===== src/rtl/irq_sel_pkg.sv =====
package irq_sel_pkg;

  localparam int RANK_W = 3;
  typedef logic [RANK_W-1:0] rank_t;

  typedef enum logic [1:0] {
    IDLE_C0 = 2'd0,
    IDLE_C1 = 2'd1,
    IDLE_C3 = 2'd2,
    IDLE_C6 = 2'd3
  } idle_e;

  // Lower rank is a better target.
  function automatic rank_t rank_of(input idle_e st, input logic turbo, input logic perf);
    rank_t r;
    if (!perf) begin
      case (st)
        IDLE_C0: r = turbo ? rank_t'(1) : rank_t'(0);
        IDLE_C1: r = rank_t'(2);
        IDLE_C3: r = rank_t'(3);
        default: r = rank_t'(4);
      endcase
    end else begin
      case (st)
        IDLE_C1: r = rank_t'(0);
        IDLE_C3: r = rank_t'(1);
        IDLE_C6: r = rank_t'(2);
        default: r = turbo ? rank_t'(4) : rank_t'(3);
      endcase
    end
    return r;
  endfunction

endpackage


===== src/rtl/irq_core_rank.sv =====
module irq_core_rank
  import irq_sel_pkg::*;
(
  input  logic        elig_i,
  input  logic [1:0]  idle_i,
  input  logic        turbo_i,
  input  logic        perf_i,
  output rank_t       key_o,
  output logic        vld_o
);

  always_comb begin
    vld_o = elig_i;
    key_o = rank_of(idle_e'(idle_i), turbo_i, perf_i);
  end

endmodule


===== src/rtl/irq_pick_min.sv =====
module irq_pick_min
  import irq_sel_pkg::*;
#(
  parameter int N     = 8,
  parameter int IDX_W = 3
) (
  input  rank_t            cand_key_i [N],
  input  logic [N-1:0]     cand_vld_i,
  output logic             win_vld_o,
  output logic [IDX_W-1:0] win_idx_o,
  output rank_t            win_key_o
);

  rank_t            best_key [N+1];
  logic [IDX_W-1:0] best_idx [N+1];
  logic             best_vld [N+1];

  assign best_key[0] = '1;
  assign best_idx[0] = '0;
  assign best_vld[0] = 1'b0;

  // Strict comparison in index order keeps the lowest index on ties.
  for (genvar i = 0; i < N; i++) begin : g_stage
    logic take;
    assign take = cand_vld_i[i] && (!best_vld[i] || (cand_key_i[i] < best_key[i]));
    assign best_key[i+1] = take ? cand_key_i[i] : best_key[i];
    assign best_idx[i+1] = take ? IDX_W'(i)     : best_idx[i];
    assign best_vld[i+1] = best_vld[i] | cand_vld_i[i];
  end

  assign win_vld_o = best_vld[N];
  assign win_idx_o = best_idx[N];
  assign win_key_o = best_key[N];

  always_comb begin
    if (win_vld_o) begin
      a_r1_winner_eligible: assert (cand_vld_i[win_idx_o]);
      for (int i = 0; i < N; i++) begin
        if (cand_vld_i[i]) begin
          a_r5_winner_best: assert ((cand_key_i[i] > win_key_o) ||
                                    ((cand_key_i[i] == win_key_o) && (IDX_W'(i) >= win_idx_o)));
        end
      end
    end
  end

endmodule


===== src/rtl/irq_target_sel.sv =====
module irq_target_sel
  import irq_sel_pkg::*;
#(
  parameter int NUM_CORES = 8,
  localparam int IDX_W = (NUM_CORES > 1) ? $clog2(NUM_CORES) : 1
) (
  input  logic                   clk,
  input  logic                   rst_n,
  input  logic                   req_valid_i,
  input  logic                   perf_mode_i,
  input  logic [NUM_CORES-1:0]   eligible_i,
  input  logic [2*NUM_CORES-1:0] idle_state_i,
  input  logic [NUM_CORES-1:0]   turbo_req_i,
  output logic                   tgt_valid_o,
  output logic [IDX_W-1:0]       tgt_idx_o,
  output logic                   no_tgt_o
);

  rank_t            key [NUM_CORES];
  logic [NUM_CORES-1:0] vld;
  logic             win_vld;
  logic [IDX_W-1:0] win_idx;
  rank_t            win_key;

  for (genvar c = 0; c < NUM_CORES; c++) begin : g_core
    irq_core_rank u_rank (
      .elig_i  (eligible_i[c]),
      .idle_i  (idle_state_i[2*c +: 2]),
      .turbo_i (turbo_req_i[c]),
      .perf_i  (perf_mode_i),
      .key_o   (key[c]),
      .vld_o   (vld[c])
    );
  end

  irq_pick_min #(.N(NUM_CORES), .IDX_W(IDX_W)) u_pick (
    .cand_key_i (key),
    .cand_vld_i (vld),
    .win_vld_o  (win_vld),
    .win_idx_o  (win_idx),
    .win_key_o  (win_key)
  );

  logic             valid_d, none_d;
  logic [IDX_W-1:0] idx_d;
  logic             idx_en;

  always_comb begin
    valid_d = req_valid_i &  win_vld;
    none_d  = req_valid_i & ~win_vld;
    idx_en  = req_valid_i;
    idx_d   = win_vld ? win_idx : '0;
  end

  always_ff @(posedge clk or negedge rst_n) begin
    if (!rst_n) begin
      tgt_valid_o <= 1'b0;
      no_tgt_o    <= 1'b0;
      tgt_idx_o   <= '0;
    end else begin
      tgt_valid_o <= valid_d;
      no_tgt_o    <= none_d;
      if (idx_en) tgt_idx_o <= idx_d;
    end
  end

  a_r6_one_answer: assert property (@(posedge clk) disable iff (!rst_n)
    req_valid_i |=> (tgt_valid_o != no_tgt_o));

  a_r6_quiet: assert property (@(posedge clk) disable iff (!rst_n)
    !req_valid_i |=> (!tgt_valid_o && !no_tgt_o));

  a_r7_empty_mask: assert property (@(posedge clk) disable iff (!rst_n)
    (req_valid_i && (eligible_i == '0)) |=> (no_tgt_o && (tgt_idx_o == '0)));

  a_r8_idx_hold: assert property (@(posedge clk) disable iff (!rst_n)
    !req_valid_i |=> $stable(tgt_idx_o));

endmodule


===== config.mk =====
export PLATFORM = sky130hd
export DESIGN_NAME = irq_target_sel
export DESIGN_NICKNAME = d
export VERILOG_FILES = /design/src/rtl/irq_sel_pkg.sv /design/src/rtl/irq_core_rank.sv /design/src/rtl/irq_pick_min.sv /design/src/rtl/irq_target_sel.sv
export SDC_FILE = /design/constraint.sdc
export NUM_CORES = 1
export LEC_CHECK = 0
export BUFFER_PORTS_ARGS = -buffer_cell sky130_fd_sc_hd__buf_2
export CAP_MARGIN = 20
export CORE_UTILIZATION = 58
export CTS_CLUSTER_SIZE = 16
export DETAILED_ROUTE_END_ITERATION = 7
export PLACE_DENSITY = 0.84
export REMOVE_ABC_BUFFERS = 1
export SLEW_MARGIN = 20
export SYNTH_ARGS = -nofsm -noshare
export SYNTH_HDL_FRONTEND = slang
export SYNTH_HIERARCHICAL = 1
export SYNTH_SLANG_ARGS = --single-unit

===== constraint.sdc =====
create_clock -name clk -period 0.8 [get_ports clk]
set_input_delay 0.24 -clock clk [delete_from_list [all_inputs] [get_ports clk]]
set_output_delay 0.24 -clock clk [all_outputs]
set_load 0.1 [all_outputs]

==> results.py, run 1 <==
metrics = {
    "run_status": {
        "status": "stopped before the end",
        "stop_stage": "5_1_grt",
        "stop_error": "[ERROR DPL-0038] Utilization greater than 100%, impossible to legalize",
    },
    "yosys": {
        "ys_warn_count": 6,
        "synth_area_per_cell_um2": 7.48,
        "syn_inst": 311,
        "syn_area_mm2": 0.00233,
    },
    "grt": {
        "grt_max_degree": 23,
    },
    "placed_design": {
        "port_buffers": 40,
        "place.detailed.hpwl_um": 5810,
        "pre_cts_ws_ns": -5.48,
        "gp_congestion": 0.892,
    },
    "clocking": {
        "clockBufferDepth": 2,
        "cts_root_buf": "clkbuf_8",
        "cts_buffers": 3,
        "htree_levels": 1,
    },
    "timing": {
        "grt-worst-endpoint": "tgt_idx_o[0]$_DFFE_PN0P_/D",
        "endpoint_type": "register data pin",
    },
    "die": {
        "dieWidth_um": 65.3,
        "ioPinCount": 41,
        "start_util_pct": 62.1,
        "row_count": 22,
        "die_h_um": 65.3,
    },
}
stage by stage:
step                      cell area, um2  instances  setup TNS (ns)  util (%)
after CTS                           3540        491          -18.18      94.5
after detailed placement            3260        480          -19.47      87.0
after global placement              3260        480          -18.29      87.0
after floorplan                     2230        300          -18.99         -
timing repair:
item | in CTS
endpoints found under the setup margin | 10
cloned | 0
pin swaps | 16
hold endpoints to repair | 5
resized for setup | 51
buffers inserted | 6
hold buffers | 1
==> run 2, diff against run 1 <==
--- a/config.mk
+++ b/config.mk
@@ -7,10 +7,9 @@
 export LEC_CHECK = 0
 export BUFFER_PORTS_ARGS = -buffer_cell sky130_fd_sc_hd__buf_2
 export CAP_MARGIN = 20
-export CORE_UTILIZATION = 58
-export CTS_CLUSTER_SIZE = 16
+export CORE_UTILIZATION = 40
 export DETAILED_ROUTE_END_ITERATION = 7
-export PLACE_DENSITY = 0.84
+export PLACE_DENSITY_LB_ADDON = 0.15
 export REMOVE_ABC_BUFFERS = 1
 export SLEW_MARGIN = 20
 export SYNTH_ARGS = -nofsm -noshare
==> results.py, run 2 <==
metrics = {
    "run_status": {
        "status": "finished with violations",
        "failed_checks": "negative setup slack",
    },
    "critical_path": {
        "cp-startpoint": "idle_state_i[2]",
        "arrival_ns": 5.75,
        "r2r_end": "tgt_idx_o[2]$_DFFE_PN0P_",
        "start_kind": "primary input",
        "r2r_start": "tgt_idx_o[2]$_DFFE_PN0P_",
        "crit_fanout": 4,
        "critPathMaxStageDelay_ns": 0.46,
        "endpoint_kind": "register",
        "reg2reg_slack_ns": -0.19,
        "crit_slowest_cell": "or4b_1",
        "path_class": "in2reg",
        "cp-endpoint": "tgt_idx_o[0]$_DFFE_PN0P_",
        "worstPathRequired_ns": 0.91,
        "rr_worst_depth": 3,
    },
    "final_layout": {
        "drive_gt1_share_pct": 44.2,
        "final_cell_mix": "buf_4, inv_1, ha_1, buf_2, mux2i_1",
        "layout_commonest_cell": "buf_4",
        "final_nets": 531,
        "fin_area_mm2": 0.00373,
        "largest_reg_flops": 3,
        "top_regs": "tgt_idx_o: 3 flops, no_tgt_o: 1 flops, tgt_valid_o: 1 flops",
        "area_growth_pct": 60.5,
        "regMostFlops": "tgt_idx_o",
        "n_antenna_cell": 0,
    },
    "power": {
        "p_seq_share_pct": 8.0,
        "p_clk_share_pct": 10.0,
        "p_total_uw": 4640,
        "ir_worst_vdd_mv": 1.27,
        "p_leak_uw": 0.00187,
        "p_per_area_mw_per_mm2": 1240,
        "p_sw_uw": 2060,
        "p_sw_share_pct": 44.5,
        "pwr-share-comb_pct": 82.0,
        "p_int_uw": 2580,
    },
    "die": {
        "row_count": 27,
        "die_h_um": 78.3,
        "ioPinCount": 41,
        "start_util_pct": 42.0,
        "design.die.area_mm2": 0.00612,
        "dieWidth_um": 78.3,
        "coreArea_mm2": 0.00554,
    },
    "clocking": {
        "cts_sinks": 5,
        "htree_levels": 1,
        "cts_root_buf": "clkbuf_8",
        "clockBufferDepth": 2,
        "cts_tree": "done",
        "clk_pin_slew_ns": 0.03,
        "cts_buffers": 3,
        "clock_latency_ns": 0.22,
    },
    "yosys": {
        "ys_warn_count": 6,
        "syn_inst": 311,
        "synth_area_per_cell_um2": 7.48,
        "syn_area_mm2": 0.00233,
    },
    "timing": {
        "tightest_slew_ns": 0.536,
        "setup_viol": 10,
        "post-route-period-util_pct": 705,
        "worst_slack_ns": -4.84,
        "skew_ns": 0,
        "fmax_mhz": 177,
        "drv_slew": 0,
        "fin_crit_ns": 5.64,
        "hold_viol": 0,
        "max_slew_margin_pct": 63.9,
        "rsz0062_at_grt": "yes",
    },
    "placed_design": {
        "port_buffers": 40,
        "place.detailed.hpwl_um": 5050,
        "placed_area_mm2": 0.00340,
        "gp_congestion": 0.922,
    },
    "route": {
        "wl_um": 6220,
        "drt-initial-drc-count": 93,
        "ant_nets": 0,
        "routedWlPerCell_um": 11.7,
        "post-route-drc-count": 0,
        "viasPerCell": 5.10,
        "vias": 2710,
        "drt-pass1-iter-count": 4,
    },
    "hold_path": {
        "hp-class": "in2reg",
    },
    "grt": {
        "antenna_found_initial": 0,
        "grt_pass1_vias": 2563,
        "grt_max_degree": 19,
        "grt_use_total_pct": 20.6,
        "grt_overflow": 0,
        "grt_pass1_wl_um": 10600,
    },
    "job": {
        "maxCapViolations": 0,
    },
}
run 2: what timing repair did:
action	4_1_cts	5_1_grt
gates resized for setup	46	15
endpoints found under the hold margin	5	0
endpoints found under the setup margin	10	10
hold buffers	1	0
pin swaps	25	10
setup buffers	5	2
run 2: power by group through the flow:
| stage | registers [uW] | clock network [uW] | logic [uW] |
|---|---|---|---|
| global route | 383 | 484 | 4110 |
| CTS | 371 | 469 | 3640 |
| finish | 372 | 465 | 3800 |
| global placement | 373 | 0 | 3340 |
| detailed placement | 377 | 0 | 3400 |
| floorplan | 748 | 0 | 1580 |
run 2: final cells by class:
| cell class | instances | area, um2 |
|---|---|---|
| clock buffer | 4 | 45.0 |
| fill | 482 | 1810 |
| inverter | 50 | 200 |
| multi-input combinational | 245 | 2080 |
| sequential | 5 | 125 |
| tap | 72 | 90.1 |
| timing repair buffer | 155 | 1190 |
run 2: stage by stage:
step | TNS [ns] | utilization [%] | hold WS, ns | setup slack (ns) | std cells
2_1_floorplan | -18.99 | - | -0.0556 | -5.19 | 300
3_3_place_gp | -18.72 | 61.4 | 0.0531 | -5.16 | 519
3_5_place_dp | -19.17 | 61.4 | 0.0531 | -5.34 | 519
4_1_cts | -18.11 | 65.9 | 0.315 | -4.81 | 529
5_1_grt | -18.99 | 67.4 | 0.313 | -5.05 | 531
6_report | -18.19 | 67.4 | 0.320 | -4.84 | 531
run 2: layer usage:
metal / part of all wire (%) / GRT usage, %
met5: 0 / 0
met4: 0.71 / 4.26
met2: 50 / 38.9
met1: 47 / 25.5
met3: 2.2 / 1.16
run 2: worst min path at each step:
stage,start,end,slack (ns),cells past startpoint
6_report,req_valid_i,no_tgt_o$_DFF_PN0_,0.32,3
5_1_grt,req_valid_i,no_tgt_o$_DFF_PN0_,0.31,3
4_1_cts,req_valid_i,tgt_valid_o$_DFF_PN0_,0.31,2
3_5_place_dp,rst_n,tgt_valid_o$_DFF_PN0_,0.05,1
3_3_place_gp,rst_n,tgt_valid_o$_DFF_PN0_,0.05,1
2_1_floorplan,rst_n,no_tgt_o$_DFF_PN0_,-0.06,0
run 2: worst max-delay path, delay by kind of cell:
family,cells,cell delay (ns)
buf+inv,4,0.30
mux,2,0.65
fa+ha+maj,3,0.70
compound gates,14,2.74
simple gates,6,1.12
Note: power is estimated with default switching activity, not from simulation.
